## src/rtl/sgw_pkg.sv

```systemverilog
package sgw_pkg;

  localparam int ERR_W = 6;
  localparam logic [ERR_W-1:0] CODE_RUNOUT_WR = 6'd7;
  localparam logic [ERR_W-1:0] CODE_RUNOUT_RD = 6'd8;
  localparam logic [ERR_W-1:0] CODE_ALIGN     = 6'd16;
  localparam int TERM_BIT = 31;
  localparam int ENT_BYTES = 16;

  typedef enum logic [1:0] {
    ST_IDLE,
    ST_FETCH,
    ST_SEG
  } sgw_state_e;

  typedef struct packed {
    logic [63:0] buf_addr;
    logic [31:0] byte_cnt;
    logic [31:0] flags;
  } sg_entry_t;

  // length of the burst an entry may produce
  function automatic logic [31:0] clip_len(input logic [31:0] cnt,
                                           input logic [31:0] rem);
    return (cnt < rem) ? cnt : rem;
  endfunction

  // code raised when the list is exhausted before the transfer ends
  function automatic logic [ERR_W-1:0] runout_code(input logic to_dev);
    return to_dev ? CODE_RUNOUT_WR : CODE_RUNOUT_RD;
  endfunction

endpackage

```

## src/rtl/sgw_fetch.sv

```systemverilog
module sgw_fetch
  import sgw_pkg::*;
#(
  parameter int ADDR_W = 32
) (
  input  logic              clk,
  input  logic              rst_n,
  input  logic              go,
  input  logic [ADDR_W-1:0] ent_base,
  output logic              rd_req,
  output logic [ADDR_W-1:0] rd_addr,
  input  logic              rd_valid,
  input  logic [31:0]       rd_data,
  output logic              ent_vld,
  output sg_entry_t         ent
);

  localparam int NWORDS = ENT_BYTES / 4;
  localparam int WIDX_W = $clog2(NWORDS);

  logic              active;
  logic              req_q;
  logic [WIDX_W-1:0] widx;
  logic [ADDR_W-1:0] base_q;
  logic [31:0]       words [NWORDS];
  logic              word_in;
  logic              last_word;

  assign word_in   = rd_valid && active;
  assign last_word = (widx == WIDX_W'(NWORDS - 1));

  always_ff @(posedge clk or negedge rst_n) begin
    if (!rst_n) begin
      active  <= 1'b0;
      req_q   <= 1'b0;
      widx    <= '0;
      base_q  <= '0;
      ent_vld <= 1'b0;
    end else begin
      ent_vld <= 1'b0;
      req_q   <= 1'b0;
      if (go) begin
        active <= 1'b1;
        widx   <= '0;
        base_q <= ent_base;
        req_q  <= 1'b1;
      end else if (word_in) begin
        if (last_word) begin
          active  <= 1'b0;
          ent_vld <= 1'b1;
        end else begin
          widx  <= widx + 1'b1;
          req_q <= 1'b1;
        end
      end
    end
  end

  for (genvar g = 0; g < NWORDS; g++) begin : g_word
    always_ff @(posedge clk or negedge rst_n) begin
      if (!rst_n) words[g] <= '0;
      else if (word_in && widx == WIDX_W'(g)) words[g] <= rd_data;
    end
  end

  assign rd_req  = req_q;
  assign rd_addr = base_q + {{(ADDR_W-WIDX_W-2){1'b0}}, widx, 2'b00};

  assign ent.buf_addr = {words[1], words[0]};
  assign ent.byte_cnt = words[2];
  assign ent.flags    = words[3];

endmodule

```

## src/rtl/sgw_ctl.sv

```systemverilog
module sgw_ctl
  import sgw_pkg::*;
#(
  parameter int ADDR_W  = 32,
  parameter int MAX_ENT = 6
) (
  input  logic              clk,
  input  logic              rst_n,
  input  logic              start,
  input  logic [ADDR_W-1:0] list_base,
  input  logic              dir_wr,
  input  logic [31:0]       total_len,
  output logic              fetch_go,
  output logic [ADDR_W-1:0] ent_base,
  input  logic              ent_vld,
  input  sg_entry_t         ent,
  output logic              seg_valid,
  output logic [63:0]       seg_addr,
  output logic [31:0]       seg_len,
  input  logic              seg_done,
  output logic              busy,
  output logic              done,
  output logic              err,
  output logic [ERR_W-1:0]  err_code
);

  localparam int IDX_W = (MAX_ENT > 1) ? $clog2(MAX_ENT) : 1;
  localparam logic [IDX_W-1:0] LAST_IDX = IDX_W'(MAX_ENT - 1);

  sgw_state_e       state;
  logic [31:0]      rem;
  logic [IDX_W-1:0] idx;
  logic             last_q;
  logic             to_dev_q;

  // named events
  logic        start_acc;
  logic        misalign;
  logic [31:0] ent_clip;
  logic        ent_zero;
  logic        seg_fin;
  logic        step;
  logic [31:0] rem_next;
  logic        last_cur;
  logic        walk_ok;
  logic        runout;

  assign start_acc = start && (state == ST_IDLE);
  assign misalign  = |list_base[2:0];
  assign ent_clip  = clip_len(ent.byte_cnt, rem);
  assign ent_zero  = (state == ST_FETCH) && ent_vld && (ent_clip == '0);
  assign seg_fin   = (state == ST_SEG) && seg_done;
  assign step      = seg_fin || ent_zero;
  assign rem_next  = seg_fin ? (rem - seg_len) : rem;
  assign last_cur  = (state == ST_FETCH) ? ent.flags[TERM_BIT] : last_q;
  assign walk_ok   = step && (rem_next == '0);
  assign runout    = step && !walk_ok && (last_cur || idx == LAST_IDX);

  always_ff @(posedge clk or negedge rst_n) begin
    if (!rst_n) begin
      state    <= ST_IDLE;
      rem      <= '0;
      idx      <= '0;
      last_q   <= 1'b0;
      to_dev_q <= 1'b0;
      fetch_go <= 1'b0;
      ent_base <= '0;
      seg_addr <= '0;
      seg_len  <= '0;
      done     <= 1'b0;
      err      <= 1'b0;
      err_code <= '0;
    end else begin
      done     <= 1'b0;
      fetch_go <= 1'b0;
      case (state)
        ST_IDLE: begin
          if (start_acc) begin
            err      <= 1'b0;
            err_code <= '0;
            if (misalign) begin
              err      <= 1'b1;
              err_code <= CODE_ALIGN;
            end else if (total_len == '0) begin
              done <= 1'b1;
            end else begin
              rem      <= total_len;
              idx      <= '0;
              to_dev_q <= dir_wr;
              ent_base <= list_base;
              fetch_go <= 1'b1;
              state    <= ST_FETCH;
            end
          end
        end
        ST_FETCH: begin
          if (ent_vld) begin
            last_q <= ent.flags[TERM_BIT];
            if (ent_clip != '0) begin
              seg_addr <= ent.buf_addr;
              seg_len  <= ent_clip;
              state    <= ST_SEG;
            end
          end
        end
        default: ;
      endcase

      if (step) begin
        rem <= rem_next;
        if (walk_ok) begin
          done  <= 1'b1;
          state <= ST_IDLE;
        end else if (runout) begin
          err      <= 1'b1;
          err_code <= runout_code(to_dev_q);
          state    <= ST_IDLE;
        end else begin
          idx      <= idx + 1'b1;
          ent_base <= ent_base + ADDR_W'(ENT_BYTES);
          fetch_go <= 1'b1;
          state    <= ST_FETCH;
        end
      end
    end
  end

  assign seg_valid = (state == ST_SEG);
  assign busy      = (state != ST_IDLE);

endmodule

```

## src/rtl/sg_walker.sv

```systemverilog
module sg_walker
  import sgw_pkg::*;
#(
  parameter int ADDR_W  = 32,
  parameter int MAX_ENT = 6
) (
  input  logic              clk,
  input  logic              rst_n,
  input  logic              start,
  input  logic [ADDR_W-1:0] list_base,
  input  logic              dir_wr,
  input  logic [31:0]       total_len,
  output logic              rd_req,
  output logic [ADDR_W-1:0] rd_addr,
  input  logic              rd_valid,
  input  logic [31:0]       rd_data,
  output logic              seg_valid,
  output logic [63:0]       seg_addr,
  output logic [31:0]       seg_len,
  input  logic              seg_done,
  output logic              busy,
  output logic              done,
  output logic              err,
  output logic [5:0]        err_code
);

  logic              fetch_go;
  logic [ADDR_W-1:0] ent_base;
  logic              ent_vld;
  sg_entry_t         ent;

  sgw_fetch #(.ADDR_W(ADDR_W)) fetch_i (
    .clk      (clk),
    .rst_n    (rst_n),
    .go       (fetch_go),
    .ent_base (ent_base),
    .rd_req   (rd_req),
    .rd_addr  (rd_addr),
    .rd_valid (rd_valid),
    .rd_data  (rd_data),
    .ent_vld  (ent_vld),
    .ent      (ent)
  );

  sgw_ctl #(.ADDR_W(ADDR_W), .MAX_ENT(MAX_ENT)) ctl_i (
    .clk       (clk),
    .rst_n     (rst_n),
    .start     (start),
    .list_base (list_base),
    .dir_wr    (dir_wr),
    .total_len (total_len),
    .fetch_go  (fetch_go),
    .ent_base  (ent_base),
    .ent_vld   (ent_vld),
    .ent       (ent),
    .seg_valid (seg_valid),
    .seg_addr  (seg_addr),
    .seg_len   (seg_len),
    .seg_done  (seg_done),
    .busy      (busy),
    .done      (done),
    .err       (err),
    .err_code  (err_code)
  );

endmodule

```

## config.mk

```make
export PLATFORM = sky130hd
export DESIGN_NAME = sg_walker
export DESIGN_NICKNAME = d
export VERILOG_FILES = /design/src/rtl/sgw_pkg.sv /design/src/rtl/sgw_fetch.sv /design/src/rtl/sgw_ctl.sv /design/src/rtl/sg_walker.sv
export SDC_FILE = /design/constraint.sdc
export NUM_CORES = 1
export LEC_CHECK = 0
export CORE_MARGIN = 4
export CORE_UTILIZATION = 55
export CTS_CLUSTER_SIZE = 14
export DETAILED_ROUTE_END_ITERATION = 10
export MAX_ROUTING_LAYER = met4
export PLACE_DENSITY = 0.87
export SYNTH_ARGS = -nofsm -noshare
export SYNTH_HDL_FRONTEND = slang
export SYNTH_SLANG_ARGS = --single-unit
```

## constraint.sdc

```tcl
create_clock -name clk -period 5.05 [get_ports clk]
set_input_delay 0.505 -clock clk [delete_from_list [all_inputs] [get_ports clk]]
set_output_delay 0.505 -clock clk [all_outputs]
set_load 0.01 [all_outputs]
```

# After elaboration in Yosys (flattened, before gate mapping)
# Cells that the tools add are included.
# W data, S select, Z words.
# classes
add_sub_neg	5
mul	0
n_div	0
order_cmp	1
n_eq_ne	14
shift	0
n_mux	69
n_bitwise	2
n_reduce_logical	35
# ops
operator	count
$mux W32	14
$logic_not A32 Y1	3
$add A32 B4 Y32	1
$add A32 B5 Y32 const B	1
$lt A32 B32 Y1	1
$reduce_bool A32 Y1	1
$sub A32 B32 Y32	1
$mux W1	30
$mux W6	5
$mux W3	7
$mux W2	10
$logic_and A1 B1 Y1	12
$reduce_bool A2 Y1	5
$ne A3 B2 Y1 const B	3
$reduce_and A4 Y1	2
$eq A2 B2 Y1 const B	3
$reduce_and A2 Y1	3
$reduce_and A6 Y1	1
$mux W5	1
$eq A2 B1 Y1 const B	2
$logic_not A2 Y1	2
$mux W4	1
$ne A2 B1 Y1 const B	2
$pmux W2 S2	1
12 further kinds	14
# word_totals
ff_bits	341
latch_bits	0
mem_bits_rw	0
romBits	0
elab_cells	147
memories	0

# Depth between registers and ports, before layout
# depth
word_depth	12
mapped_depth	18

# By module
# Synthesis repeated with hierarchy kept, for this count alone.
# unflattened
hier_cells	1716
hier_area_um2	18023.5
# by_module_without_submodules
module	instances	cells_each	area_per_inst_um2	seq_area_each_um2
sgw_ctl	1	1267	11272.1	4404.2
sgw_fetch	1	449	6751.5	4129.0

# Least setup slack after synthesis
# No wires, ideal clock.
# synth_timing
kind	reg2reg
start	register ctl_i.rem[0]
end	register ctl_i.ent_base[20]
setup_time_ps	126
t_arrival_ps	3993
t_required_ps	4924
path_slack_ps	931
stages_incl_launch_ff	19
cell_sequence	dfrtp_1 inv_1 ha_1 inv_1 fa_1 a21o_1 a221o_1 a21o_1 a221oi_1 o211ai_1 or4_1 a311o_1 nor3_2 nand4_2 and3_1 buf_6 buf_6 mux2i_1 a221o_1
# synth_between
elab_chain_cells	12
# synth_rtl
element	line_no	rtl
start: declaration	sgw_ctl.sv:31	logic [31:0] rem;
start signal: assignment	sgw_ctl.sv:87	rem <= total_len;
start signal: assignment	sgw_ctl.sv:110	rem <= rem_next;
$lt A32 B32 Y1	sgw_pkg.sv:25	return (cnt < rem) ? cnt : rem;
$mux W32	sgw_pkg.sv:25	
$logic_not A32 Y1	sgw_ctl.sv:51	assign ent_zero = (state == ST_FETCH) && ent_vld && (ent_clip == '0);
$logic_and A1 B1 Y1	sgw_ctl.sv:51	
$logic_or A1 B1 Y1	sgw_ctl.sv:53	assign step = seg_fin || ent_zero;
$logic_and A1 B1 Y1	sgw_ctl.sv:56	assign walk_ok = step && (rem_next == '0);
$logic_not A1 Y1	sgw_ctl.sv:57	assign runout = step && !walk_ok && (last_cur || idx == LAST_IDX);
$logic_and A1 B1 Y1 (2 in series)	sgw_ctl.sv:57	
$mux W32	sgw_ctl.sv:114	end else if (runout) begin
$mux W32	sgw_ctl.sv:111	if (walk_ok) begin
$mux W32 *	sgw_ctl.sv:109	if (step) begin
end signal: assignment	sgw_ctl.sv:90	ent_base <= list_base;
end signal: assignment	sgw_ctl.sv:120	ent_base <= ent_base + ADDR_W'(ENT_BYTES);
end: declaration	sgw_ctl.sv:14	output logic [ADDR_W-1:0] ent_base,
# Every way passes the cells marked *; elsewhere a longest branch is shown, timed or not.
# A chain may end at the register's enable or synchronous reset.

# Worst setup path in the final report
# layout_timing
start	register ctl_i.rem[0]
end	register ctl_i.ent_base[14]
# The elaborated chain is that of the path after synthesis.

==> flow_summary.json <==
{
  "crit_path_end_kind": "register",
  "cts_tree": "built",
  "nNetsFinal": 1955,
  "die_area_um2": 32800,
  "antenna_found_initial": 1,
  "fin_skew_ps": 17.0,
  "status": "complete, no violations",
  "path_cells": "inv_1 -> ha_1 -> inv_1 -> fa_1 -> a21o_1 -> a221o_1 -> a21oi_1 -> or4_1 -> o211ai_1 -> or4_1 -> a311o_1 -> nor3_2 -> nand4_2 -> and3_1 -> buf_4 -> nor2_2 -> inv_2 -> o221a_2",
  "r2r_start": "ctl_i.rem[0]",
  "first_iter_violations": 1177,
  "hold_viol": 0,
  "hp-class": "input pin to asynchronous set/reset pin",
  "wirelength_um": 52200,
  "required_ps": 5460,
  "placed_cells": 2134,
  "fin_total_pwr_w": 0.0145,
  "path_class": "register to register",
  "ant_nets": 0,
  "ctsResizeCount": 0,
  "worst_pin_slew_ps": 1060,
  "avgViaCountPerCell": 6.16,
  "dp_hpwl_um": 37600,
  "synth-compound-area-share": 0.122,
  "rsz0062_at_grt": "false",
  "ctsLongestPathBuffers": 3,
  "fin_area_um2": 20500,
  "fillers": 2111,
  "maxCapViolCount": 0,
  "yosysWarningCount": 0,
  "row_count": 63,
  "period_minus_slack_ps": 4830,
  "fmax_ghz": 0.207,
  "clk_pin_slew_ps": 60,
  "ys_seq_area_frac": 0.470,
  "grt_pass1_vias": 13900,
  "critPathLaunchType": "register",
  "final_cells": 2194,
  "gp_congestion": 0.995,
  "register_area_um2": 7760,
  "grt_first_pass_wirelength_um": 80500,
  "syn_avg_cell_area_um2": 10.7,
  "slew_headroom": 0.294,
  "num_io_pins": 241,
  "p_leak_nw": 9.01,
  "htreeDepth": 2,
  "overflow": 0,
  "drive_gt1_frac": 0.170,
  "cp_max_fo": 28,
  "initial_core_util": 0.557,
  "drt_pass1_iterations": 5,
  "synthToLayoutAreaGrowth_pct": 24.5,
  "finalSetupViolations": 0,
  "grt_max_degree": 130,
  "synth_edf_count": 0,
  "synthMuxAreaShare": 0.166,
  "clk_latency_ps": 530,
  "synthCells": 1547,
  "syn_nets": 1722,
  "async_flop_share": 1.00,
  "ys_ff_latch": 310,
  "cpPeakStageDelay_ps": 560,
  "cts_setup_buffers": 0,
  "synth-adder-area-share": 0.0563,
  "period_share": 0.957,
  "synth_top_family_by_area": "multiplexers",
  "synthSimpleGateAreaFrac": 0.125,
  "cts_buffers": 34,
  "die_y_um": 181,
  "powerDensity_nw_per_um2": 705,
  "cts.sinks": 310,
  "io_buffers": 240,
  "ir_drop_mv": 0.388,
  "crit_start": "ctl_i.rem[0]",
  "worstPathArrival_ps": 5240,
  "die_x_um": 181,
  "multi_input_area_um2": 8160,
  "slew_violations": 0,
  "core_um2": 29600,
  "placed_cell_area_um2": 19400,
  "hold_buffers": 0,
  "fin_tns_setup_ps": 0,
  "cts_root_buffer": "clkbuf_16",
  "synthesis.area_um2": 16500,
  "route.detailed.drc": 0,
  "slowest_stage": "or4_1",
  "vias": 13500,
  "wl_per_cell_um": 23.8,
  "grt_usage": 0.318,
  "ys.flop_type": "dfrtp_1",
  "synth.distinct_cells": 76,
  "synth_xor_area_frac": 0.0239
}
## sequential cells by signal, indices dropped and copies added (netlist names), 3 cells and up
name            count
fetch_i.ent        97
ctl_i.seg_addr     64
ctl_i.ent_base     32
ctl_i.rem          32
ctl_i.seg_len      32
fetch_i.base_q     32
ctl_i.err_code      6
ctl_i.idx           3
## synthesized netlist by cell type, drive strengths merged, types with 11 or more instances
cell type | number | share of area
dfrtp | 310 | 0.47
mux2 | 197 | 0.13
nand2 | 149 | 0.034
inv | 81 | 0.018
o21ai | 73 | 0.022
ha | 71 | 0.054
nor2 | 70 | 0.016
a21oi | 56 | 0.017
clkbuf | 54 | 0.012
mux2i | 51 | 0.031
nand3 | 45 | 0.014
xnor2 | 34 | 0.018
nand4 | 30 | 0.012
nor4 | 27 | 0.010
and3 | 24 | 0.0091
a21o | 22 | 0.010
a22oi | 21 | 0.0096
buf | 20 | 0.0067
nor3 | 20 | 0.0064
a221o | 15 | 0.0091
o211ai | 15 | 0.0068
nand2b | 13 | 0.0049
nor2b | 13 | 0.0049
xor2 | 11 | 0.0058
## metrics by stage
stage | hold slack [ps] | utilization | setup WS (ps)
6_report | 26.3 | 0.693 | 217
5_1_grt | 83.4 | 0.693 | 24.0
4_1_cts | 48.8 | 0.693 | 293
3_5_place_dp | 435 | 0.654 | 352
3_3_place_gp | 430 | 0.654 | 401
2_1_floorplan | 209 | - | 931
## critical path: cells and delay by family, from the launching register on
family / cells / cell delay [ps]
AO/OA/AOI/OAI: 6 / 1690
adder cells (fa/ha/maj): 2 / 580
buffers and inverters: 4 / 460
flip-flops: 1 / 430
AND/OR/NAND/NOR: 6 / 1550
## cell type report
cell class                      instances  area share
Clock inverter                         17      0.0116
Clock buffer                           42      0.0443
Sequential cell                       310       0.378
Antenna cell                            1    0.000122
Timing Repair Buffer                  271       0.130
Tap cell                              390      0.0238
Multi-Input combinational cell       1082       0.397
Inverter                               81      0.0148
## layout by cell type (no fill, tap or decap), types with 15 or more instances in the layout
cell type and n:
a21o_1 22, a21oi_1 56, a221o_1 15, a22oi_1 21
and3_1 24, buf_4 28, clkbuf_16 34, clkdlybuf4s50_1 239
dfrtp_1 310, ha_1 71, inv_1 80, mux2_2 195
mux2i_1 51, nand2_1 149, nand3_1 42, nand4_1 29
nor2_1 68, nor3_1 19, nor4_1 27, o211ai_1 15
o21ai_0 69, xnor2_1 34
## power by group
part           switching [W]  internal, W  total, W
Clock                0.00106      0.00151   0.00257
Sequential           0.00112      0.00355   0.00466
Combinational        0.00388      0.00337   0.00725
Total                0.00605      0.00843    0.0145
## worst paths after layout
check                                     end  slack, ps  depth (start not counted)
max in group asynchronous  ctl_i.seg_addr[43]       3930                          2
min in group clk            ctl_i.err_code[3]        440                          1
setup reg to reg           ctl_i.ent_base[14]        220                         18
hold / removal             fetch_i.base_q[25]         30                          1
hold reg to reg             ctl_i.err_code[3]        440                          1
setup / recovery           ctl_i.ent_base[14]        220                         18
## metal layers
| metal | up-vias | share of wire | track usage |
|---|---|---|---|
| li1 | 6102 | - | - |
| met3 | 109 | 0.083 | 0.0699 |
| met2 | 604 | 0.47 | 0.487 |
| met4 | 0 | 0.034 | 0.105 |
| met1 | 6703 | 0.42 | 0.425 |
| met5 | - | 0 | - |
## kinds of logic (layout without fill, tap and decap cells)
| kind of cell | after synthesis | after routing |
|---|---|---|
| AO/OA/AOI/OAI | 294 | 294 |
| XOR/XNOR | 45 | 45 |
| adder cells (fa/ha/maj) | 73 | 73 |
| buffers and inverters | 155 | 411 |
| flip-flops | 310 | 310 |
| multiplexers | 248 | 248 |
| other | 0 | 1 |
| AND/OR/NAND/NOR | 422 | 422 |
(Power assumes the default switching activity.)
